<file path="src/rtl/ycc_pkg.sv">
// Shared constants of the YCbCr to RGB converter.
// Assumes 8-bit studio-range input; coefficients are real values times 2^FRAC.
package ycc_pkg;
    localparam int FRAC       = 11;
    localparam int K_LUMA     = 2384;
    localparam int K_RED_CR   = 3269;
    localparam int K_GRN_CR   = 1665;
    localparam int K_GRN_CB   = 803;
    localparam int K_BLU_CB   = 4131;
    localparam int LUMA_BASE  = 16;
    localparam int CHROMA_MID = 128;
endpackage

</file>
<file path="src/rtl/ycc_unbias.sv">
// Stage 1: removes the luma black level and the chroma mid-scale offset.
// Assumes unsigned DW-bit codes; outputs are signed and two bits wider.
module ycc_unbias
    import ycc_pkg::*;
#(
    parameter int DW = 8,
    localparam int SW = DW + 2
) (
    input  logic                 clk,
    input  logic                 rst_n,
    input  logic                 vld_i,
    input  logic [DW-1:0]        y_i,
    input  logic [DW-1:0]        cb_i,
    input  logic [DW-1:0]        cr_i,
    output logic                 vld_o,
    output logic signed [SW-1:0] y_o,
    output logic signed [SW-1:0] cb_o,
    output logic signed [SW-1:0] cr_o
);
    localparam logic signed [SW-1:0] Y_BASE = SW'(LUMA_BASE);
    localparam logic signed [SW-1:0] C_MID  = SW'(CHROMA_MID);

    // Register the offset-free samples and their qualifier.
    always_ff @(posedge clk) begin
        if (!rst_n) begin
            vld_o <= 1'b0;
            y_o   <= '0;
            cb_o  <= '0;
            cr_o  <= '0;
        end else begin
            vld_o <= vld_i;
            y_o   <= $signed({2'b00, y_i})  - Y_BASE;
            cb_o  <= $signed({2'b00, cb_i}) - C_MID;
            cr_o  <= $signed({2'b00, cr_i}) - C_MID;
        end
    end
endmodule

</file>
<file path="src/rtl/ycc_weigh.sv">
// Stage 2: multiplies the offset-free samples by the scaled coefficients.
// Assumes AW is wide enough for the largest weighted sum; produces one shared
// luma term and one chroma term per output colour.
module ycc_weigh
    import ycc_pkg::*;
#(
    parameter int SW = 10,
    parameter int AW = 25
) (
    input  logic                 clk,
    input  logic                 rst_n,
    input  logic                 vld_i,
    input  logic signed [SW-1:0] y_i,
    input  logic signed [SW-1:0] cb_i,
    input  logic signed [SW-1:0] cr_i,
    output logic                 vld_o,
    output logic signed [AW-1:0] luma_t,
    output logic signed [AW-1:0] red_t,
    output logic signed [AW-1:0] grn_t,
    output logic signed [AW-1:0] blu_t
);
    localparam logic signed [AW-1:0] KY  = AW'(K_LUMA);
    localparam logic signed [AW-1:0] KRV = AW'(K_RED_CR);
    localparam logic signed [AW-1:0] KGV = AW'(K_GRN_CR);
    localparam logic signed [AW-1:0] KGU = AW'(K_GRN_CB);
    localparam logic signed [AW-1:0] KBU = AW'(K_BLU_CB);

    logic signed [AW-1:0] y_x, cb_x, cr_x;

    // Sign-extend the samples to accumulator width.
    always_comb begin
        y_x  = AW'(y_i);
        cb_x = AW'(cb_i);
        cr_x = AW'(cr_i);
    end

    // Register the weighted terms and their qualifier.
    always_ff @(posedge clk) begin
        if (!rst_n) begin
            vld_o  <= 1'b0;
            luma_t <= '0;
            red_t  <= '0;
            grn_t  <= '0;
            blu_t  <= '0;
        end else begin
            vld_o  <= vld_i;
            luma_t <= KY * y_x;
            red_t  <= KRV * cr_x;
            grn_t  <= -((KGV * cr_x) + (KGU * cb_x));
            blu_t  <= KBU * cb_x;
        end
    end
endmodule

</file>
<file path="src/rtl/ycc_clip.sv">
// Stage 3 for one colour: adds the luma and chroma terms, rounds, scales down
// by 2^FRAC and saturates to the unsigned DW-bit range.
// Assumes two's-complement terms that cannot overflow AW bits when summed.
module ycc_clip
    import ycc_pkg::*;
#(
    parameter int DW = 8,
    parameter int AW = 25
) (
    input  logic                 clk,
    input  logic                 rst_n,
    input  logic signed [AW-1:0] luma_t,
    input  logic signed [AW-1:0] chroma_t,
    output logic [DW-1:0]        q
);
    localparam logic signed [AW-1:0] HALF = AW'(1 << (FRAC - 1));
    localparam logic signed [AW-1:0] TOP  = AW'((1 << DW) - 1);

    logic signed [AW-1:0] total, scaled;

    // Round to nearest and scale back down.
    always_comb begin
        total  = luma_t + chroma_t + HALF;
        scaled = total >>> FRAC;
    end

    // Register the saturated component.
    always_ff @(posedge clk) begin
        if (!rst_n)               q <= '0;
        else if (scaled < 0)      q <= '0;
        else if (scaled > TOP)    q <= '1;
        else                      q <= scaled[DW-1:0];
    end

    AST_FLOOR_ZERO: assert property (@(posedge clk) disable iff (!rst_n)
        (scaled < 0) |=> (q == '0));
    AST_CEIL_MAX: assert property (@(posedge clk) disable iff (!rst_n)
        (scaled > TOP) |=> (q == '1));
endmodule

</file>
<file path="src/rtl/ycc2rgb_pipe.sv">
// Top: three-stage YCbCr to RGB converter, one pixel per clock.
// Assumes studio-range 8-bit input; latency is fixed at three clocks and the
// qualifier is delayed alongside the data.
module ycc2rgb_pipe
    import ycc_pkg::*;
#(
    parameter int DW = 8
) (
    input  logic          clk,
    input  logic          rst_n,
    input  logic          px_vld_i,
    input  logic [DW-1:0] luma_i,
    input  logic [DW-1:0] cb_i,
    input  logic [DW-1:0] cr_i,
    output logic          px_vld_o,
    output logic [DW-1:0] red_o,
    output logic [DW-1:0] grn_o,
    output logic [DW-1:0] blu_o
);
    localparam int SW = DW + 2;
    localparam int AW = DW + FRAC + 6;
    localparam int NCH = 3;

    logic                 vld1, vld2;
    logic signed [SW-1:0] y1, cb1, cr1;
    logic signed [AW-1:0] luma2;
    logic signed [AW-1:0] chroma2 [NCH];
    logic [DW-1:0]        px3 [NCH];

    ycc_unbias #(.DW(DW)) u_unbias (
        .clk(clk), .rst_n(rst_n), .vld_i(px_vld_i),
        .y_i(luma_i), .cb_i(cb_i), .cr_i(cr_i),
        .vld_o(vld1), .y_o(y1), .cb_o(cb1), .cr_o(cr1)
    );

    ycc_weigh #(.SW(SW), .AW(AW)) u_weigh (
        .clk(clk), .rst_n(rst_n), .vld_i(vld1),
        .y_i(y1), .cb_i(cb1), .cr_i(cr1),
        .vld_o(vld2), .luma_t(luma2),
        .red_t(chroma2[0]), .grn_t(chroma2[1]), .blu_t(chroma2[2])
    );

    for (genvar ch = 0; ch < NCH; ch++) begin : g_chan
        ycc_clip #(.DW(DW), .AW(AW)) u_clip (
            .clk(clk), .rst_n(rst_n),
            .luma_t(luma2), .chroma_t(chroma2[ch]), .q(px3[ch])
        );
    end

    // Delay the qualifier through the final stage.
    always_ff @(posedge clk) begin
        if (!rst_n) px_vld_o <= 1'b0;
        else        px_vld_o <= vld2;
    end

    // Map per-channel results onto the output ports.
    always_comb begin
        red_o = px3[0];
        grn_o = px3[1];
        blu_o = px3[2];
    end

    AST_VALID_TRACE: assert property (@(posedge clk) disable iff (!rst_n)
        px_vld_o |-> $past(px_vld_i, 3));
    AST_NEUTRAL_GRAY: assert property (@(posedge clk) disable iff (!rst_n)
        (px_vld_i && cb_i == DW'(CHROMA_MID) && cr_i == DW'(CHROMA_MID))
        |-> ##3 (red_o == grn_o && grn_o == blu_o));
endmodule

</file>
<file path="config.mk">
export PLATFORM = sky130hd
export DESIGN_NAME = ycc2rgb_pipe
export DESIGN_NICKNAME = d
export VERILOG_FILES = /design/src/rtl/ycc_pkg.sv /design/src/rtl/ycc_unbias.sv /design/src/rtl/ycc_weigh.sv /design/src/rtl/ycc_clip.sv /design/src/rtl/ycc2rgb_pipe.sv
export SDC_FILE = /design/constraint.sdc
export NUM_CORES = 1
export LEC_CHECK = 0
export CAP_MARGIN = 0
export CORE_MARGIN = 5
export CORE_UTILIZATION = 45
export CTS_BUF_LIST = sky130_fd_sc_hd__clkbuf_4
export CTS_CLUSTER_SIZE = 25
export DETAILED_ROUTE_END_ITERATION = 10
export PLACE_DENSITY = 0.6
export SYNTH_ARGS = -nofsm -noshare
export SYNTH_HDL_FRONTEND = slang
export SYNTH_SLANG_ARGS = --single-unit
</file>
<file path="constraint.sdc">
create_clock -name clk -period 18.8 [get_ports clk]
set_input_delay 2.82 -clock clk [delete_from_list [all_inputs] [get_ports clk]]
set_output_delay 2.82 -clock clk [all_outputs]
set_load 0.005 [all_outputs]
</file>
Yosys cells after proc, flatten, opt, wreduce, memory -nomap -nowiden:

Cells that the tools add are included.

* output and inout bits: 25
* memories: 0
* bits in read-only memories: 0
* flip-flop bits (word level): 154
* logic and storage cells: 43
* bits in latches: 0
* RAM bits: 0

* bitwise gates (word level): 1
* multiplexer cells: 3
* order comparisons: 6
* shift-type cells: 0
* $add $sub $neg: 11
* equality and inequality tests: 0
* divide/modulo/power cells: 0
* reductions and logical operators: 3
* multipliers: 5

Operators by type and width (count)
* $add 25x25->25: 4
* $add 25x12->25 const B: 3
* $gt 14x9->1 const B: 3
* $lt 14x1->1 const B: 3
* $neg 25->25: 1
* $mux 8: 3
* $mul 14x9->23 const A: 1
* $mul 13x9->22 const A: 1
* $mul 12x9->21 const A: 1
* $mul 11x9->20 const A: 1
* $mul 9x9->18 const A: 1
* $sub 8x8->9 const B: 2
* $sub 8x5->9 const B: 1
* $reduce_or 2->1: 3
* $not 1->1: 1

Depth between registers and ports, before layout:

Gate-level depths: netlist of run 1.

* word-level depth: 4
* gate-level depth with buffers: 28

Cells and area by module:

Synthesis of run 1 repeated with hierarchy kept, for this count alone.

* cell total of the unflattened synthesis: 1767
* area, all modules: 16661.0 µm²

By module, submodules not included
* ycc_weigh: times used 1, cells an instance 1210, area each 11604.9 µm², seq. area each 1841.8 µm²
* ycc_clip: times used 3, cells an instance 163, area each 1417.6 µm², seq. area each 160.2 µm²
* ycc_unbias: times used 1, cells an instance 66, area each 777.0 µm², seq. area each 520.5 µm²
* ycc2rgb_pipe: times used 1, cells an instance 2, area each 26.3 µm², seq. area each 20.0 µm²

Worst setup path before layout of run 1:

No wires, ideal clock.

* path type: register to register
* from: reg u_unbias.cb_o[7]
* to: reg u_weigh.grn_t[22]
* library setup time: 0.065 ns
* buffers on the path: 0
* required time: 18.735 ns
* cell stages (with the launch flop): 23
* slack: 12.882 ns
* arrival: 5.853 ns
* cells stage by stage: dfxtp_1 -> ha_1 -> fa_1 -> inv_1 -> fa_1 -> xor2_1 -> ha_1 -> ha_1 -> and3b_1 -> o21a_1 -> o21ai_0 -> a21o_1 -> a311oi_1 -> o21ai_0 -> a21boi_0 -> mux2_2 -> or2_2 -> ha_1 -> ha_1 -> nor4b_2 -> a2111oi_1 -> a31oi_1 -> nor2_1

* longest elaborated chain between the ends: 3

Ends and longest elaborated chain
* start: declaration: RTL line ycc_unbias.sv:17 `output logic signed [SW-1:0] cb_o,`
* start signal: assignment: RTL line ycc_unbias.sv:33 `cb_o <= $signed({2'b00, cb_i}) - C_MID;`
* $mul 11x9->20: RTL line ycc_weigh.sv:49 `grn_t <= -((KGV * cr_x) + (KGU * cb_x));`
* $add 25x25->25: RTL line ycc_weigh.sv:49
* $neg 25->25: RTL line ycc_weigh.sv:49
* end signal: assignment: RTL line ycc_weigh.sv:49
* end: declaration: RTL line ycc_weigh.sv:19 `output logic signed [AW-1:0] grn_t,`

Every way passes these cells.
A chain may end at the register's enable or synchronous reset.

Final worst setup path of run 1:

Same ends and word-level chain as after synthesis.

==> results.py, run 1 <==
metrics = {
    "floorplan": {
        "die_x_um": 180,
        "rows": 62,
        "die-area_um2": 32500,
        "floorplan.initialDensity": 0.455,
        "coreArea_um2": 28700,
        "die_h_um": 180,
        "io_pins": 52,
    },
    "placed_design": {
        "dp_slack_ps": 12230,
        "portBuffers": 51,
        "hpwl_mm": 23.2,
        "dpl_cell_area_um2": 14000,
        "place_congestion": 0.854,
        "dpl.cell_count": 1805,
    },
    "logic_synthesis": {
        "synth_cells": 1378,
        "ys_top_cells_by_area": "ha_1, dfxtp_1, fa_1",
        "synth_top_area_share": 0.376,
        "ys_ff_latch": 128,
        "yosysUniqueCellTypes": 69,
        "yosysTopAreaCell": "ha_1",
        "synth_fp_nets": 1847,
        "synth_edf_count": 0,
        "ys_warn_count": 0,
        "syn_area_um2": 13100,
        "async_reset_ff_frac": 0,
        "synth.yosys.seq_area_share": 0.196,
        "ys.flop_type": "dfxtp_1",
        "synth_area_per_cell_um2": 9.48,
    },
    "sta": {
        "setup_viol": 0,
        "max_slew_margin": 0.488,
        "fmax_mhz": 149,
        "min_period_ps": 6710,
        "clock_skew_ps": 35.7,
        "period_share": 0.357,
        "worst_pin_slew_ps": 767,
        "finalMaxSlewViolations": 0,
        "tns_ps": 0,
        "rsz0062_at_grt": "no",
        "setup_ws_ps": 12090,
        "finalHoldViolCount": 0,
    },
    "layout": {
        "layout-drive-gt1-share": 0.0448,
        "layout_commonest_cell": "ha_1",
        "fin_area_um2": 14300,
        "fillCellCount": 2726,
        "fin_nets": 1909,
        "area_growth_pct": 9.55,
        "finalNonFillerCells": 1838,
        "layout_common_cells": "ha_1, inv_1, dfxtp_1",
    },
    "worst_setup_path": {
        "r2r_end": "u_weigh.grn_t[22]$_SDFF_PN0_",
        "start_kind": "register",
        "arrival_ps": 7160,
        "cp-end-kind": "register",
        "required_ps": 19250,
        "cp_max_fo": 18,
        "reg2regPathDepth": 25,
        "rr_startpoint": "u_unbias.cb_o[7]$_SDFF_PN0_",
        "r2r_slack_ps": 12090,
        "critPathKind": "register to register",
    },
    "grt": {
        "antenna_found_initial": 1,
        "grt_usage": 0.170,
        "grt_max_degree": 54,
        "first_global_vias": 9234,
        "met3_usage": 0.0198,
        "use_met1": 0.231,
        "gr-max-usage-layer": "met2",
        "grt-ovfl-total": 0,
        "grtUsageMet2": 0.291,
        "grt_pass1_wl_mm": 45.3,
    },
    "status": {
        "outcome": "finished, final reports clean",
    },
    "detailed_routing": {
        "wl_mm": 27.2,
        "via_per_inst": 5.07,
        "first_pass_iters": 5,
        "routedWlPerCell_um": 14.8,
        "drc_errors": 0,
        "antenna_left": 0,
        "vias": 9326,
        "drt-initial-drc-count": 374,
    },
    "power_and_ir_drop": {
        "pwr_density_cell_nw_per_um2": 86.5,
        "p_leak_nw": 7.73,
        "ir_drop_v": 0.0000525,
    },
    "hold_path": {
        "hp-class": "register to register",
        "hold-path-endpoint": "px_vld_o$_SDFF_PN0_",
        "holdPathStages": 1,
        "hp-start": "u_weigh.vld_o$_SDFF_PN0_",
    },
    "flow_run": {
        "drv_cap": 0,
    },
    "cts": {
        "path_clk_slew_ps": 140,
        "root_buffer": "clkbuf_4",
        "cts-hold-fix-buffers": 0,
        "cts_setup_buffers": 0,
        "clock_latency_ps": 550,
        "htree_levels": 4,
        "cts_tree": "built",
        "cts_buffers": 17,
        "numClockSinks": 128,
        "ctsResizeCount": 0,
        "ctsLongestPathBuffers": 2,
    },
}
## layer usage
layer / up-vias / wire (um)
met2: 104 / 12600
met1: 4282 / 13700
li1: 4911 / -
met3: 29 / 476
met5: - / 0
met4: 0 / 415
## kinds of logic after synthesis
family / Yosys count / synth area share
buffers and inverters: 183 / 0.0526
adder cells (fa/ha/maj): 442 / 0.452
flip-flops: 128 / 0.196
XOR/XNOR: 101 / 0.0677
multiplexers: 3 / 0.00249
AND/OR/NAND/NOR: 296 / 0.114
AO/OA/AOI/OAI: 225 / 0.115
## per-stage QoR
step | power, mW | hold slack, ps | util
final | 1.24 | 450 | 0.499
after global routing | 1.36 | 471 | 0.499
after CTS | 1.25 | 457 | 0.498
after detailed placement | 1.05 | 422 | 0.489
after global placement | 1.05 | 414 | 0.489
after floorplan | 0.865 | 412 | -
## cell type report
type | count | area, um2 | area share
Tap cell | 384 | 480 | 0.0336
Sequential cell | 128 | 2560 | 0.179
Inverter | 172 | 646 | 0.0451
Antenna cell | 2 | 5.00 | 0.000350
Clock inverter | 13 | 140 | 0.00979
Clock buffer | 18 | 135 | 0.00944
Timing Repair Buffer | 54 | 528 | 0.0369
Multi-Input combinational cell | 1067 | 9810 | 0.686
## critical path, stage by stage, from the launching register on
cell and delay, ps:
dfxtp_1 840, ha_1 390, fa_1 520, inv_1 60, fa_1 500, xor2_1 200
ha_1 290, ha_1 320, and3b_1 190, o21a_1 120, o21ai_0 100, a21o_1 210
a311oi_1 250, o21ai_0 170, a21boi_0 300, mux2_2 390, nor2_1 170, ha_1 260
ha_1 230, nor2_1 90, nand2_1 70, a211oi_2 210, nor4b_2 100, a2111oi_1 400
a31oi_1 120, nor2_1 100
## report_power, final
part	total [mW]	internal [mW]	leakage [nW]	switching [mW]
logic	0.692	0.317	6.52	0.375
registers	0.356	0.324	1.06	0.0324
clock network	0.190	0.0796	0.140	0.110
## how the worst max path moves through the flow
stage / endpoint / cells past startpoint / start
floorplan: u_weigh.grn_t[22]$_SDFF_PN0_ / 22 / u_unbias.cb_o[7]$_SDFF_PN0_
global placement: u_weigh.grn_t[24]$_SDFF_PN0_ / 22 / u_unbias.cb_o[7]$_SDFF_PN0_
detailed placement: u_weigh.grn_t[22]$_SDFF_PN0_ / 25 / u_unbias.cb_o[7]$_SDFF_PN0_
CTS: u_weigh.grn_t[22]$_SDFF_PN0_ / 25 / u_unbias.cb_o[7]$_SDFF_PN0_
global route: u_weigh.grn_t[22]$_SDFF_PN0_ / 25 / u_unbias.cb_o[7]$_SDFF_PN0_
finish: u_weigh.grn_t[22]$_SDFF_PN0_ / 25 / u_unbias.cb_o[7]$_SDFF_PN0_
## registers in the layout, summed over array words and instances, names as in the netlist
| signal | count |
|---|---|
| g_chan.u_clip.q | 24 |
| px_vld_o | 1 |
| u_unbias.cb_o | 8 |
| u_unbias.cr_o | 8 |
| u_unbias.vld_o | 1 |
| u_unbias.y_o | 9 |
| u_weigh.blu_t | 19 |
| u_weigh.grn_t | 21 |
| u_weigh.luma_t | 18 |
| u_weigh.red_t | 18 |
| u_weigh.vld_o | 1 |
## cells in the mapped netlist, types with 30 or more instances
library cell,instances
xor2_1,49
dfxtp_1,128
a21o_1,30
a21oi_1,73
o21ai_0,35
nor3_1,30
nand2_1,43
xnor2_1,52
ha_1,392
fa_1,50
and2_1,46
nor2_1,101
inv_1,170
No activity file was read; power rests on OpenSTA's default activity.
==> run 2: changes to the inputs <==
- clock period: 18.8 -> 6.2 ns (I/O delays scaled with it)
==> results.py, run 2 (synthesis gave the netlist of run 1 again) <==
metrics = {
    "status": {
        "outcome": "finished, final reports clean",
    },
    "worst_setup_path": {
        "arrival_ps": 6290,
        "critPathKind": "register to register",
        "cp_max_fo": 3,
        "r2r_end": "u_weigh.grn_t[22]$_SDFF_PN0_",
        "r2r_slack_ps": 350,
        "cp-end-kind": "register",
        "required_ps": 6640,
        "rr_startpoint": "u_unbias.cb_o[6]$_SDFF_PN0_",
        "reg2regPathDepth": 26,
        "start_kind": "register",
    },
    "detailed_routing": {
        "routedWlPerCell_um": 14.6,
        "wl_mm": 27.0,
        "drc_errors": 0,
        "antenna_left": 0,
        "vias": 9348,
        "via_per_inst": 5.06,
        "first_pass_iters": 5,
        "drt-initial-drc-count": 221,
    },
    "sta": {
        "setup_ws_ps": 351,
        "min_period_ps": 5850,
        "tns_ps": 0,
        "finalHoldViolCount": 0,
        "worst_pin_slew_ps": 704,
        "clock_skew_ps": 31.3,
        "period_share": 0.943,
        "fmax_mhz": 171,
        "finalMaxSlewViolations": 0,
        "max_slew_margin": 0.525,
        "setup_viol": 0,
        "holdWs_ps": 450,
    },
    "cts": {
        "htree_levels": 4,
        "cts-hold-fix-buffers": 0,
        "numClockSinks": 128,
        "cts_buffers": 17,
        "ctsResizeCount": 0,
        "root_buffer": "clkbuf_4",
        "path_clk_slew_ps": 130,
        "ctsLongestPathBuffers": 2,
        "cts_tree": "built",
        "cts_setup_buffers": 0,
        "clock_latency_ps": 530,
    },
    "placed_design": {
        "dpl.cell_count": 1818,
        "dpl_cell_area_um2": 14100,
        "hpwl_mm": 23.1,
        "place_congestion": 0.863,
        "portBuffers": 51,
        "dp_slack_ps": 250,
    },
    "layout": {
        "regArea_um2": 2560,
        "largest_register_ffs": 24,
        "layout_common_cells": "ha_1, inv_1, dfxtp_1",
        "layout-drive-gt1-share": 0.0546,
        "fin_area_um2": 14500,
        "reg.largest.list": "g_chan.u_clip.q (24), u_weigh.grn_t (21), u_weigh.blu_t (19)",
        "multi_input_area_um2": 9870,
        "layout_commonest_cell": "ha_1",
        "top_register": "g_chan.u_clip.q",
        "fin_nets": 1922,
        "area_growth_pct": 10.7,
        "fillCellCount": 2736,
        "finalNonFillerCells": 1849,
    },
    "flow_run": {
        "drv_cap": 0,
    },
    "floorplan": {
        "rows": 62,
        "die_h_um": 180,
        "coreArea_um2": 28700,
        "die-area_um2": 32500,
        "io_pins": 52,
        "die_x_um": 180,
        "floorplan.initialDensity": 0.455,
    },
    "power_and_ir_drop": {
        "p_leak_nw": 7.81,
        "pwr_density_cell_nw_per_um2": 265,
        "ir_drop_v": 0.000133,
    },
    "hold_path": {
        "hp-class": "register to register",
        "holdPathStages": 1,
        "hold-path-endpoint": "px_vld_o$_SDFF_PN0_",
        "hp-start": "u_weigh.vld_o$_SDFF_PN0_",
    },
    "grt": {
        "grt-ovfl-total": 0,
        "first_global_vias": 9188,
        "antenna_found_initial": 1,
        "grt_max_degree": 58,
        "grt_pass1_wl_mm": 45.1,
        "grt_usage": 0.168,
    },
}
run 2: worst max path at each step:
stage | from | end | slack (ps)
detailed placement | u_unbias.cb_o[6]$_SDFF_PN0_ | u_weigh.grn_t[24]$_SDFF_PN0_ | 250
global route | u_unbias.cb_o[6]$_SDFF_PN0_ | u_weigh.grn_t[22]$_SDFF_PN0_ | -3
finish | u_unbias.cb_o[6]$_SDFF_PN0_ | u_weigh.grn_t[22]$_SDFF_PN0_ | 350
CTS | u_unbias.cb_o[6]$_SDFF_PN0_ | u_weigh.grn_t[22]$_SDFF_PN0_ | 130
floorplan | u_unbias.cb_o[7]$_SDFF_PN0_ | u_weigh.grn_t[22]$_SDFF_PN0_ | 280
global placement | u_unbias.cb_o[6]$_SDFF_PN0_ | u_weigh.grn_t[19]$_SDFF_PN0_ | 370
run 2: power by group:
group | switching, mW | internal [mW] | total (mW)
Sequential | 0.0837 | 0.981 | 1.06
Clock | 0.314 | 0.276 | 0.590
Combinational | 1.19 | 0.990 | 2.18
Total | 1.59 | 2.25 | 3.84
run 2: metal layers:
| layer | share of wire | track usage | wire length, um |
|---|---|---|---|
| met2 | 0.45 | 0.279 | 12200 |
| met3 | 0.022 | 0.0218 | 597 |
| met4 | 0.020 | 0.0426 | 542 |
| met5 | 0 | 0 | 0 |
| met1 | 0.50 | 0.232 | 13600 |
run 2: through the flow:
stage	util	power (mW)
2_1_floorplan	-	2.62
3_3_place_gp	0.492	3.19
3_5_place_dp	0.492	3.20
4_1_cts	0.502	3.83
5_1_grt	0.504	4.21
6_report	0.504	3.84
run 2: area by class of cell:
cell class                      instances  area share
Clock inverter                         12     0.00995
Antenna cell                            1    0.000173
Sequential cell                       128       0.177
Inverter                              172      0.0446
Multi-Input combinational cell       1067       0.682
Timing Repair Buffer                   67      0.0432
Clock buffer                           18     0.00934
Tap cell                              384      0.0332
run 2: critical path, stage by stage, from the launching register on:
cell,delay [ps]
dfxtp_1,350
inv_1,50
ha_1,320
fa_1,510
inv_1,50
fa_1,460
xor2_1,180
ha_1,280
ha_1,330
and3b_1,180
o21a_1,130
o21ai_1,80
a21o_1,200
a311oi_1,240
o21ai_1,120
a21boi_1,190
mux2_2,380
nor2_1,160
ha_1,250
ha_1,230
nor2_1,100
nand2_1,90
a211oi_4,240
nor4b_4,90
a2111oi_2,340
a31oi_1,110
nor2_1,100
